File: src/rtl/csc_pkg.sv
package csc_pkg;

    localparam int PIX_W  = 10;
    localparam int FRAC_W = 12;
    localparam int NUM_CH = 3;
    localparam int ACC_W  = PIX_W + FRAC_W + 4;
    localparam int PIX_MAX = (1 << PIX_W) - 1;
    localparam int PIX_MID = 1 << (PIX_W - 1);

    typedef logic [PIX_W-1:0]        pix_t;
    typedef logic signed [ACC_W-1:0] acc_t;

    typedef enum int {
        CH_LUMA = 0,
        CH_BDIF = 1,
        CH_RDIF = 2
    } chan_e;

    typedef struct packed {
        pix_t red;
        pix_t grn;
        pix_t blu;
    } rgb_pix_t;

    typedef struct packed {
        pix_t luma;
        pix_t bdif;
        pix_t rdif;
    } ycc_pix_t;

    // Weights in thousandths; index k selects red, green, blue.
    function automatic int weight_milli(input int ch, input int k);
        int w;
        w = 0;
        case (ch)
            CH_LUMA: w = (k == 0) ? 299  : (k == 1) ? 587  : 114;
            CH_BDIF: w = (k == 0) ? -172 : (k == 1) ? -339 : 511;
            default: w = (k == 0) ? 511  : (k == 1) ? -428 : -83;
        endcase
        return w;
    endfunction

    // Quantise a weight to FRAC_W fractional bits, rounding to nearest.
    function automatic int weight_q(input int ch, input int k);
        int m;
        m = weight_milli(ch, k);
        if (m >= 0)
            return ((m << FRAC_W) + 500) / 1000;
        else
            return -((((-m) << FRAC_W) + 500) / 1000);
    endfunction

    function automatic int chan_offset(input int ch);
        return (ch == CH_LUMA) ? 0 : PIX_MID;
    endfunction

endpackage

File: src/rtl/csc_dot_stage.sv
module csc_dot_stage
    import csc_pkg::*;
#(
    parameter int K_RED = 0,
    parameter int K_GRN = 0,
    parameter int K_BLU = 0
) (
    input  logic     clk,
    input  rgb_pix_t pix_i,
    output acc_t     sum_o
);

    localparam acc_t KR = acc_t'(K_RED);
    localparam acc_t KG = acc_t'(K_GRN);
    localparam acc_t KB = acc_t'(K_BLU);

    acc_t xr, xg, xb;
    acc_t dot;

    always_comb begin
        xr  = acc_t'(pix_i.red);
        xg  = acc_t'(pix_i.grn);
        xb  = acc_t'(pix_i.blu);
        dot = (KR * xr) + (KG * xg) + (KB * xb);
    end

    always_ff @(posedge clk) begin
        sum_o <= dot;
    end

endmodule

File: src/rtl/csc_round_stage.sv
module csc_round_stage
    import csc_pkg::*;
#(
    parameter int OFFSET = 0
) (
    input  logic clk,
    input  logic rst,
    input  acc_t sum_i,
    output pix_t res_o
);

    localparam int   HALF = 1 << (FRAC_W - 1);
    localparam acc_t BIAS = acc_t'((OFFSET << FRAC_W) + HALF);
    localparam acc_t TOP  = acc_t'(PIX_MAX);

    acc_t biased;
    acc_t scaled;
    pix_t clamped;

    always_comb begin
        biased = sum_i + BIAS;
        scaled = biased >>> FRAC_W;
        if (scaled < 0)
            clamped = '0;
        else if (scaled > TOP)
            clamped = pix_t'(PIX_MAX);
        else
            clamped = scaled[PIX_W-1:0];
    end

    always_ff @(posedge clk) begin
        res_o <= clamped;
    end

    AST_CLAMP_LOW: assert property (@(posedge clk) disable iff (rst)
        (sum_i + BIAS < 0) |=> (res_o == '0));

    AST_CLAMP_HIGH: assert property (@(posedge clk) disable iff (rst)
        (sum_i + BIAS >= ((TOP + 1) <<< FRAC_W)) |=> (res_o == pix_t'(PIX_MAX)));

endmodule

File: src/rtl/csc_rgb2ycc.sv
module csc_rgb2ycc
    import csc_pkg::*;
(
    input  logic             clk,
    input  logic             rst,
    input  logic             in_valid,
    input  logic [PIX_W-1:0] in_r,
    input  logic [PIX_W-1:0] in_g,
    input  logic [PIX_W-1:0] in_b,
    output logic             out_valid,
    output logic [PIX_W-1:0] out_y,
    output logic [PIX_W-1:0] out_cb,
    output logic [PIX_W-1:0] out_cr
);

    rgb_pix_t pix_in;
    ycc_pix_t pix_out;
    acc_t     ch_sum [NUM_CH];
    pix_t     ch_res [NUM_CH];
    logic     vld_s1;

    assign pix_in = '{red: in_r, grn: in_g, blu: in_b};

    for (genvar gc = 0; gc < NUM_CH; gc++) begin : g_chan
        csc_dot_stage #(
            .K_RED (weight_q(gc, 0)),
            .K_GRN (weight_q(gc, 1)),
            .K_BLU (weight_q(gc, 2))
        ) u_dot (
            .clk   (clk),
            .pix_i (pix_in),
            .sum_o (ch_sum[gc])
        );

        csc_round_stage #(
            .OFFSET (chan_offset(gc))
        ) u_round (
            .clk   (clk),
            .rst   (rst),
            .sum_i (ch_sum[gc]),
            .res_o (ch_res[gc])
        );
    end

    always_ff @(posedge clk) begin
        if (rst) begin
            vld_s1    <= 1'b0;
            out_valid <= 1'b0;
        end else begin
            vld_s1    <= in_valid;
            out_valid <= vld_s1;
        end
    end

    assign pix_out = '{luma: ch_res[CH_LUMA], bdif: ch_res[CH_BDIF], rdif: ch_res[CH_RDIF]};
    assign out_y   = pix_out.luma;
    assign out_cb  = pix_out.bdif;
    assign out_cr  = pix_out.rdif;

    AST_VALID_STAGE1: assert property (@(posedge clk) disable iff (rst)
        in_valid |=> vld_s1);

    AST_VALID_STAGE2: assert property (@(posedge clk) disable iff (rst)
        vld_s1 |=> out_valid);

    AST_BUBBLE_KEPT: assert property (@(posedge clk) disable iff (rst)
        !vld_s1 |=> !out_valid);

    AST_GRAY_PASS: assert property (@(posedge clk) disable iff (rst)
        (out_valid && $past(in_r, 2) == $past(in_g, 2) && $past(in_g, 2) == $past(in_b, 2))
        |-> (out_y == $past(in_r, 2) && out_cb == pix_t'(PIX_MID) && out_cr == pix_t'(PIX_MID)));

endmodule

File: config.mk
export PLATFORM = sky130hd
export DESIGN_NAME = csc_rgb2ycc
export DESIGN_NICKNAME = d
export VERILOG_FILES = /design/src/rtl/csc_pkg.sv /design/src/rtl/csc_dot_stage.sv /design/src/rtl/csc_round_stage.sv /design/src/rtl/csc_rgb2ycc.sv
export SDC_FILE = /design/constraint.sdc
export NUM_CORES = 1
export LEC_CHECK = 0
export BUFFER_PORTS_ARGS = -buffer_cell sky130_fd_sc_hd__buf_2
export CAP_MARGIN = 0
export CORE_MARGIN = 8
export CORE_UTILIZATION = 30
export CTS_BUF_LIST = sky130_fd_sc_hd__clkbuf_8
export DETAILED_ROUTE_END_ITERATION = 7
export PLACE_DENSITY = 0.46
export SYNTH_ARGS = -nofsm -noshare
export SYNTH_HDL_FRONTEND = slang
export SYNTH_SLANG_ARGS = --single-unit
File: constraint.sdc
create_clock -name clk -period 10.7 [get_ports clk]
set_input_delay 1.605 -clock clk [delete_from_list [all_inputs] [get_ports clk]]
set_output_delay 1.605 -clock clk [all_outputs]
set_load 0.02 [all_outputs]
* After elaboration in Yosys (flattened, before gate mapping) *
Index checks and enable logic that the tools add are counted.
W data, S select, Z words.

storage, ports and cells
  bits in registers = 110
  output and inout port bits = 31
  logic and storage cells = 35

operators by class
  add/sub/neg operators = 9
  $mul = 9
  order comparisons = 6
  muxes and demuxes = 3

operator list
  operator                  number
  $add A26 B26 Y26          6
  $add A26 B23 Y26 const B  2
  $mul A12 B11 Y23 const A  2
  $mul A12 B10 Y22 const A  2
  $gt A14 B11 Y1 const B    3
  $lt A14 B1 Y1 const B     3
  $mux W10                  3
  $add A26 B13 Y26 const B  1
  $mul A11 B11 Y22 const A  1
  $mul A11 B10 Y21 const A  1
  $mul A10 B10 Y20 const A  1
  $mul A8 B11 Y19 const A   1
  $mul A9 B10 Y19 const A   1

* Depth between registers and ports, before layout *
  depth in word-level cells = 3
  mapped depth = 30
  gate-level depth less buffers = 30

* Hierarchy *
Synthesis repeated with hierarchy kept, for this count alone.

second synthesis, totals
  cell total of the unflattened synthesis = 2645
  area total of the unflattened synthesis = 25728.4 um^2

modules (own cells, without submodules)
  module                                    times used  cells each  area each (um^2)  sequential area each (um^2)
  csc_dot_stage at g_chan[1].u_dot          1           864         8784.7            500.5
  csc_dot_stage at g_chan[2].u_dot          1           914         8465.6            500.5
  csc_dot_stage at g_chan[0].u_dot          1           699         6705.2            460.4
  csc_round_stage at g_chan[1].u_round ...  2           54          568.0             200.2
  csc_round_stage at g_chan[0].u_round      1           56          584.3             200.2
  csc_rgb2ycc                               1           4           52.6              40.0

* Worst setup path after synthesis *
No wires, ideal clock.

  path kind = input to register
  from = input in_r[2]
  to = register g_chan[1].u_dot.sum_o[19]
  data arrival time = 7.759 ns
  required time = 10.594 ns
  slack = 2.835 ns
  stages = 24
  path buffers = 0
  cell sequence = fa_1 -> fa_1 -> ha_1 -> fa_1 -> inv_1 -> fa_1 -> inv_1 -> ha_1 -> a21o_1 -> a31o_2 -> a21oi_1 -> o21bai_1 -> a21oi_1 -> xnor2_1 -> fa_1 -> ha_1 -> o21a_1 -> o21ai_0 -> nand2b_1 -> o211ai_1 -> a31oi_1 -> o21ai_0 -> or4b_2 -> o311ai_0

on the way
  longest elaborated chain between the ends = 3

RTL lines
  what                           RTL line             RTL
  start, declared                csc_rgb2ycc.sv:7     input logic [PIX_W-1:0] in_r,
  $mul A11 B11 Y22               csc_dot_stage.sv:24  dot = (KR * xr) + (KG * xg) + (KB * xb);
  $add A26 B26 Y26 (2 in a row)  csc_dot_stage.sv:24
  via g_chan[1].u_dot.dot[19]    csc_dot_stage.sv:18  acc_t dot;
  end signal, assigned           csc_dot_stage.sv:28  sum_o <= dot;
  end, declared                  csc_dot_stage.sv:10  output acc_t sum_o

The timed path passes the listed nets, and every way through them passes these cells.
A chain may end at the register's enable or synchronous reset.

* Final worst setup path *
  from = input in_r[5]
  to = register g_chan[1].u_dot.sum_o[24]

Same word-level chain as after synthesis.

==> results.txt <==
- Result of the run: finished, final reports clean
- Number of H-tree levels: 3
* Netlist cell types: 73
- During I/O placement, the number of pins put on the boundary was 64.
- Cell count after synthesis: 2500
- After the last flow step, the layout net total stands at 3479.
- DP Area: around 25000 µm²
- Number of hold-repair buffers added at the cts stage: 0
* Final count of hold timing violations: 0
- After global routing the overflow that remains totals 0.
- Setup repair after global routing left no endpoint under its margin.
- The die covers 86370 µm².
- Final RePlAce weighted congestion: slightly below 0.9
- During placement, the flow inserted port buffers numbering 63.
- Seq cells post-synth: between 70 and 80
* Gr usage total: between 10% and 20%
- Final setup margin: roughly 2.2 ns
- STA classifies the critical path endpoint as a flop.
- EDFF count, synth: 0
* Average wire per standard cell: about 18 µm
- Data arrives at the worst endpoint at 8.84 ns.
- The wire-length estimate of the detail-placed layout is 59460 µm.
* Maximum fanout encountered on the critical timing path: 11
- Final Routed Wirelength: about 66000 µm
- Number of violations reported at the end of detailed-routing iteration 0: 692
- Number of antenna violations at the first check in global routing: 1
* Core occupancy in the finished layout: between 30% and 40%
- For flop-to-flop paths, the worst setup slack is approximately 8.4 ns.
- Once layout is done, the placed cells without fillers occupy about 25000 µm².
- The most used flip-flop cell after synthesis is sky130_fd_sc_hd__dfxtp_1.
- Mapped cell area: 23170 µm²
* # clock sinks: between 70 and 80
- Cell row count: ~100
- TritonCTS built the clock tree.
- The worst path uses 79.63% of the clock period.
* Post-synth top area cell: sky130_fd_sc_hd__ha_1
- In this run the deepest clock path goes through 2 buffers.
* Maximum number of pins on one net before global-route repair: 19
- Share of synthesized area occupied by flip-flops and latches: approximately 6.4%
- After detailed routing, the number of remaining DRC violations is 0.
- After synthesis, the largest area contributor takes up a little under 30% of total cell area.
* First-pass GRT wire length: between 100000 and 150000 µm
- The pre-antenna-repair detailed-routing pass consisted of 5 iterations.
- The tool flagged a number of max-cap violations equal to 0.
- For the final routed database, the setup TNS stands at 0 ns.
- At the pin with the least slew margin, the transition time is slightly above 1 ns.
* Worst min-delay path class: flop to flop
- Layout cells sized above 1: about 4.5%
* Effective utilization at floorplan: 30.10%
- TritonCTS buffer count: 9
* Synth-to-layout area growth: 7.934%
* Horizontal extent of the die: 293.9 µm
- In the routed layout, each cell is associated on average with a via count of 4.646.
* Via count of the first global-routing pass: 18180
- Final Skew: 0.01030 ns
- The die is ~300 µm tall.
- In this run the post-CTS setup repair buffer count came out at 0.
* Mean Syn Cell Area: a little over 9 µm²
* Max-slew violation total from the final report: 0
- The detailed router placed 16830 vias in this run.
- Core footprint: 76960 µm²
* Period minus WS final: roughly 8.5 ns
- Finish-stage setup viols: 0
- The worst pin sits at a relative slew slack of a little under a third.
- The count of nets left with antenna violations once routing finished came out at 0.
- Async set-reset flop share out of synthesis: 0%
* Top post-synthesis cells by area: sky130_fd_sc_hd__ha_1 (30%), sky130_fd_sc_hd__fa_1 (28%), sky130_fd_sc_hd__inv_1 (10%)
- After filler insertion, the fill cell instance count of the layout stands at about 8000.
- WP data required: roughly 11 ns
* CP startpoint kind: primary input
* Max frequency: around 120 MHz
- Root cell of the clock tree: sky130_fd_sc_hd__clkbuf_8
- Yosys warns: 0
* Reg clk slew, reported paths: roughly 0.090 ns
* Syn nets: 3402
* Setup slack at placement: 1.779 ns
- Post-CTS repair changed the size of 0 cells.
- The setup path with the least slack is of type primary input to flop.
- For the worst-skew pair, the clock arrives at the later sink with an insertion delay of around 0.43 ns.
## state kept, by name, summed over array words and instances (netlist names)
register              cells
g_chan.u_round.res_o     30
g_chan.u_dot.sum_o       42
vld_s1                    1
out_valid                 1
## final cells by class
type                       count  area [µm²]  area share, %
clock buffer                   9       123.9         0.4954
tap                         1040        1301          5.204
multi-input combinational   1806       19360          77.42
inverter                     619        2323          9.292
clock inverter                 7       68.82         0.2752
sequential                    74        1481          5.925
antenna                        1       2.502        0.01001
timing repair buffer          67       345.3          1.381
## synthesized netlist by cell type, types with 5 or more instances
master / n
sky130_fd_sc_hd__a221oi_1: 5
sky130_fd_sc_hd__nor3_1: 48
sky130_fd_sc_hd__nor2_1: 93
sky130_fd_sc_hd__or3_1: 9
sky130_fd_sc_hd__xor2_1: 60
sky130_fd_sc_hd__o21ai_0: 51
sky130_fd_sc_hd__a31oi_1: 18
sky130_fd_sc_hd__a21oi_1: 118
sky130_fd_sc_hd__o211ai_1: 6
sky130_fd_sc_hd__nand3_1: 36
sky130_fd_sc_hd__o2111ai_1: 6
sky130_fd_sc_hd__a21boi_0: 11
sky130_fd_sc_hd__or2_2: 13
sky130_fd_sc_hd__nand2_1: 68
sky130_fd_sc_hd__and2_1: 8
sky130_fd_sc_hd__nor2b_1: 19
sky130_fd_sc_hd__xnor2_1: 123
sky130_fd_sc_hd__a21o_1: 41
sky130_fd_sc_hd__ha_1: 548
sky130_fd_sc_hd__nand4_1: 15
sky130_fd_sc_hd__and3_1: 24
sky130_fd_sc_hd__fa_1: 321
sky130_fd_sc_hd__o31ai_1: 9
sky130_fd_sc_hd__dfxtp_1: 74
sky130_fd_sc_hd__o21a_1: 30
sky130_fd_sc_hd__inv_1: 619
sky130_fd_sc_hd__o21ai_1: 6
sky130_fd_sc_hd__o21bai_1: 13
sky130_fd_sc_hd__and4_1: 6
sky130_fd_sc_hd__a211o_1: 8
sky130_fd_sc_hd__nand2b_1: 24
## logic make-up (layout without fill, tap and decap cells)
group | after synthesis | in the layout | synth area share [%]
simple gates | 384 | 384 | 8.420
buf+inv | 620 | 702 | 10.05
flops | 74 | 74 | 6.395
fa+ha+maj | 869 | 869 | 57.34
xor+xnor | 187 | 187 | 7.232
mux | 6 | 6 | 0.2701
other cells | 0 | 1 | 0
compound gates | 360 | 360 | 10.30
## metal layers
metal | vias to the layer above | global-route usage, % | wire length (µm)
met4 | 0 | 3.175 | 1008
li1 | 8301 | - | -
met1 | 8290 | 20.73 | 31160
met3 | 35 | 1.214 | 1340
met5 | - | 0 | 0
met2 | 206 | 27.73 | 32280
## worst max-delay path, stage by stage
cell                       delay (ns)
sky130_fd_sc_hd__buf_2           0.34
sky130_fd_sc_hd__fa_1            0.58
sky130_fd_sc_hd__ha_1            0.41
sky130_fd_sc_hd__fa_1            0.54
sky130_fd_sc_hd__fa_1            0.57
sky130_fd_sc_hd__inv_1           0.06
sky130_fd_sc_hd__fa_1            0.55
sky130_fd_sc_hd__inv_1           0.04
sky130_fd_sc_hd__ha_1            0.40
sky130_fd_sc_hd__nand3_1         0.10
sky130_fd_sc_hd__nand2_1         0.14
sky130_fd_sc_hd__a21o_1          0.15
sky130_fd_sc_hd__a221oi_1        0.09
sky130_fd_sc_hd__nor3_1          0.50
sky130_fd_sc_hd__and2_1          0.19
sky130_fd_sc_hd__o21ai_0         0.06
sky130_fd_sc_hd__a221oi_1        0.43
sky130_fd_sc_hd__fa_1            0.50
sky130_fd_sc_hd__ha_1            0.38
sky130_fd_sc_hd__and3_1          0.22
sky130_fd_sc_hd__nand3_1         0.09
sky130_fd_sc_hd__a211o_1         0.26
sky130_fd_sc_hd__a31oi_1         0.23
sky130_fd_sc_hd__nor2_1          0.08
sky130_fd_sc_hd__mux2_1          0.29
## placed cells by master (no fill, tap or decap), types with 30 or more instances in the layout
master	n
sky130_fd_sc_hd__nor3_1	48
sky130_fd_sc_hd__fa_1	321
sky130_fd_sc_hd__o21a_1	30
sky130_fd_sc_hd__o21ai_0	51
sky130_fd_sc_hd__inv_1	620
sky130_fd_sc_hd__nor2_1	93
sky130_fd_sc_hd__nand2_1	68
sky130_fd_sc_hd__nand3_1	36
sky130_fd_sc_hd__buf_2	63
sky130_fd_sc_hd__a21oi_1	118
sky130_fd_sc_hd__dfxtp_1	74
sky130_fd_sc_hd__xor2_1	60
sky130_fd_sc_hd__xnor2_1	123
sky130_fd_sc_hd__ha_1	548
sky130_fd_sc_hd__a21o_1	41
## path summary, 6_finish.rpt
check,start,end,cells after the start
worst max register to register,g_chan[2].u_dot.sum_o[11],g_chan[2].u_round.res_o[6],8
worst min-delay path,vld_s1,out_valid,1
worst max-delay path,in_r[5],g_chan[1].u_dot.sum_o[24],25
worst min register to register,vld_s1,out_valid,1
## stage by stage
stage	instances	hold slack (ns)
6_report	3623	0.4483
5_1_grt	3623	0.4641
4_1_cts	3622	0.4506
3_5_place_dp	3606	0.4284
3_3_place_gp	3606	0.4181
2_1_floorplan	2500	0.4138
Power is not shown: default switching activity piles up to over one toggle a cycle in this logic, so the estimate is an artifact.
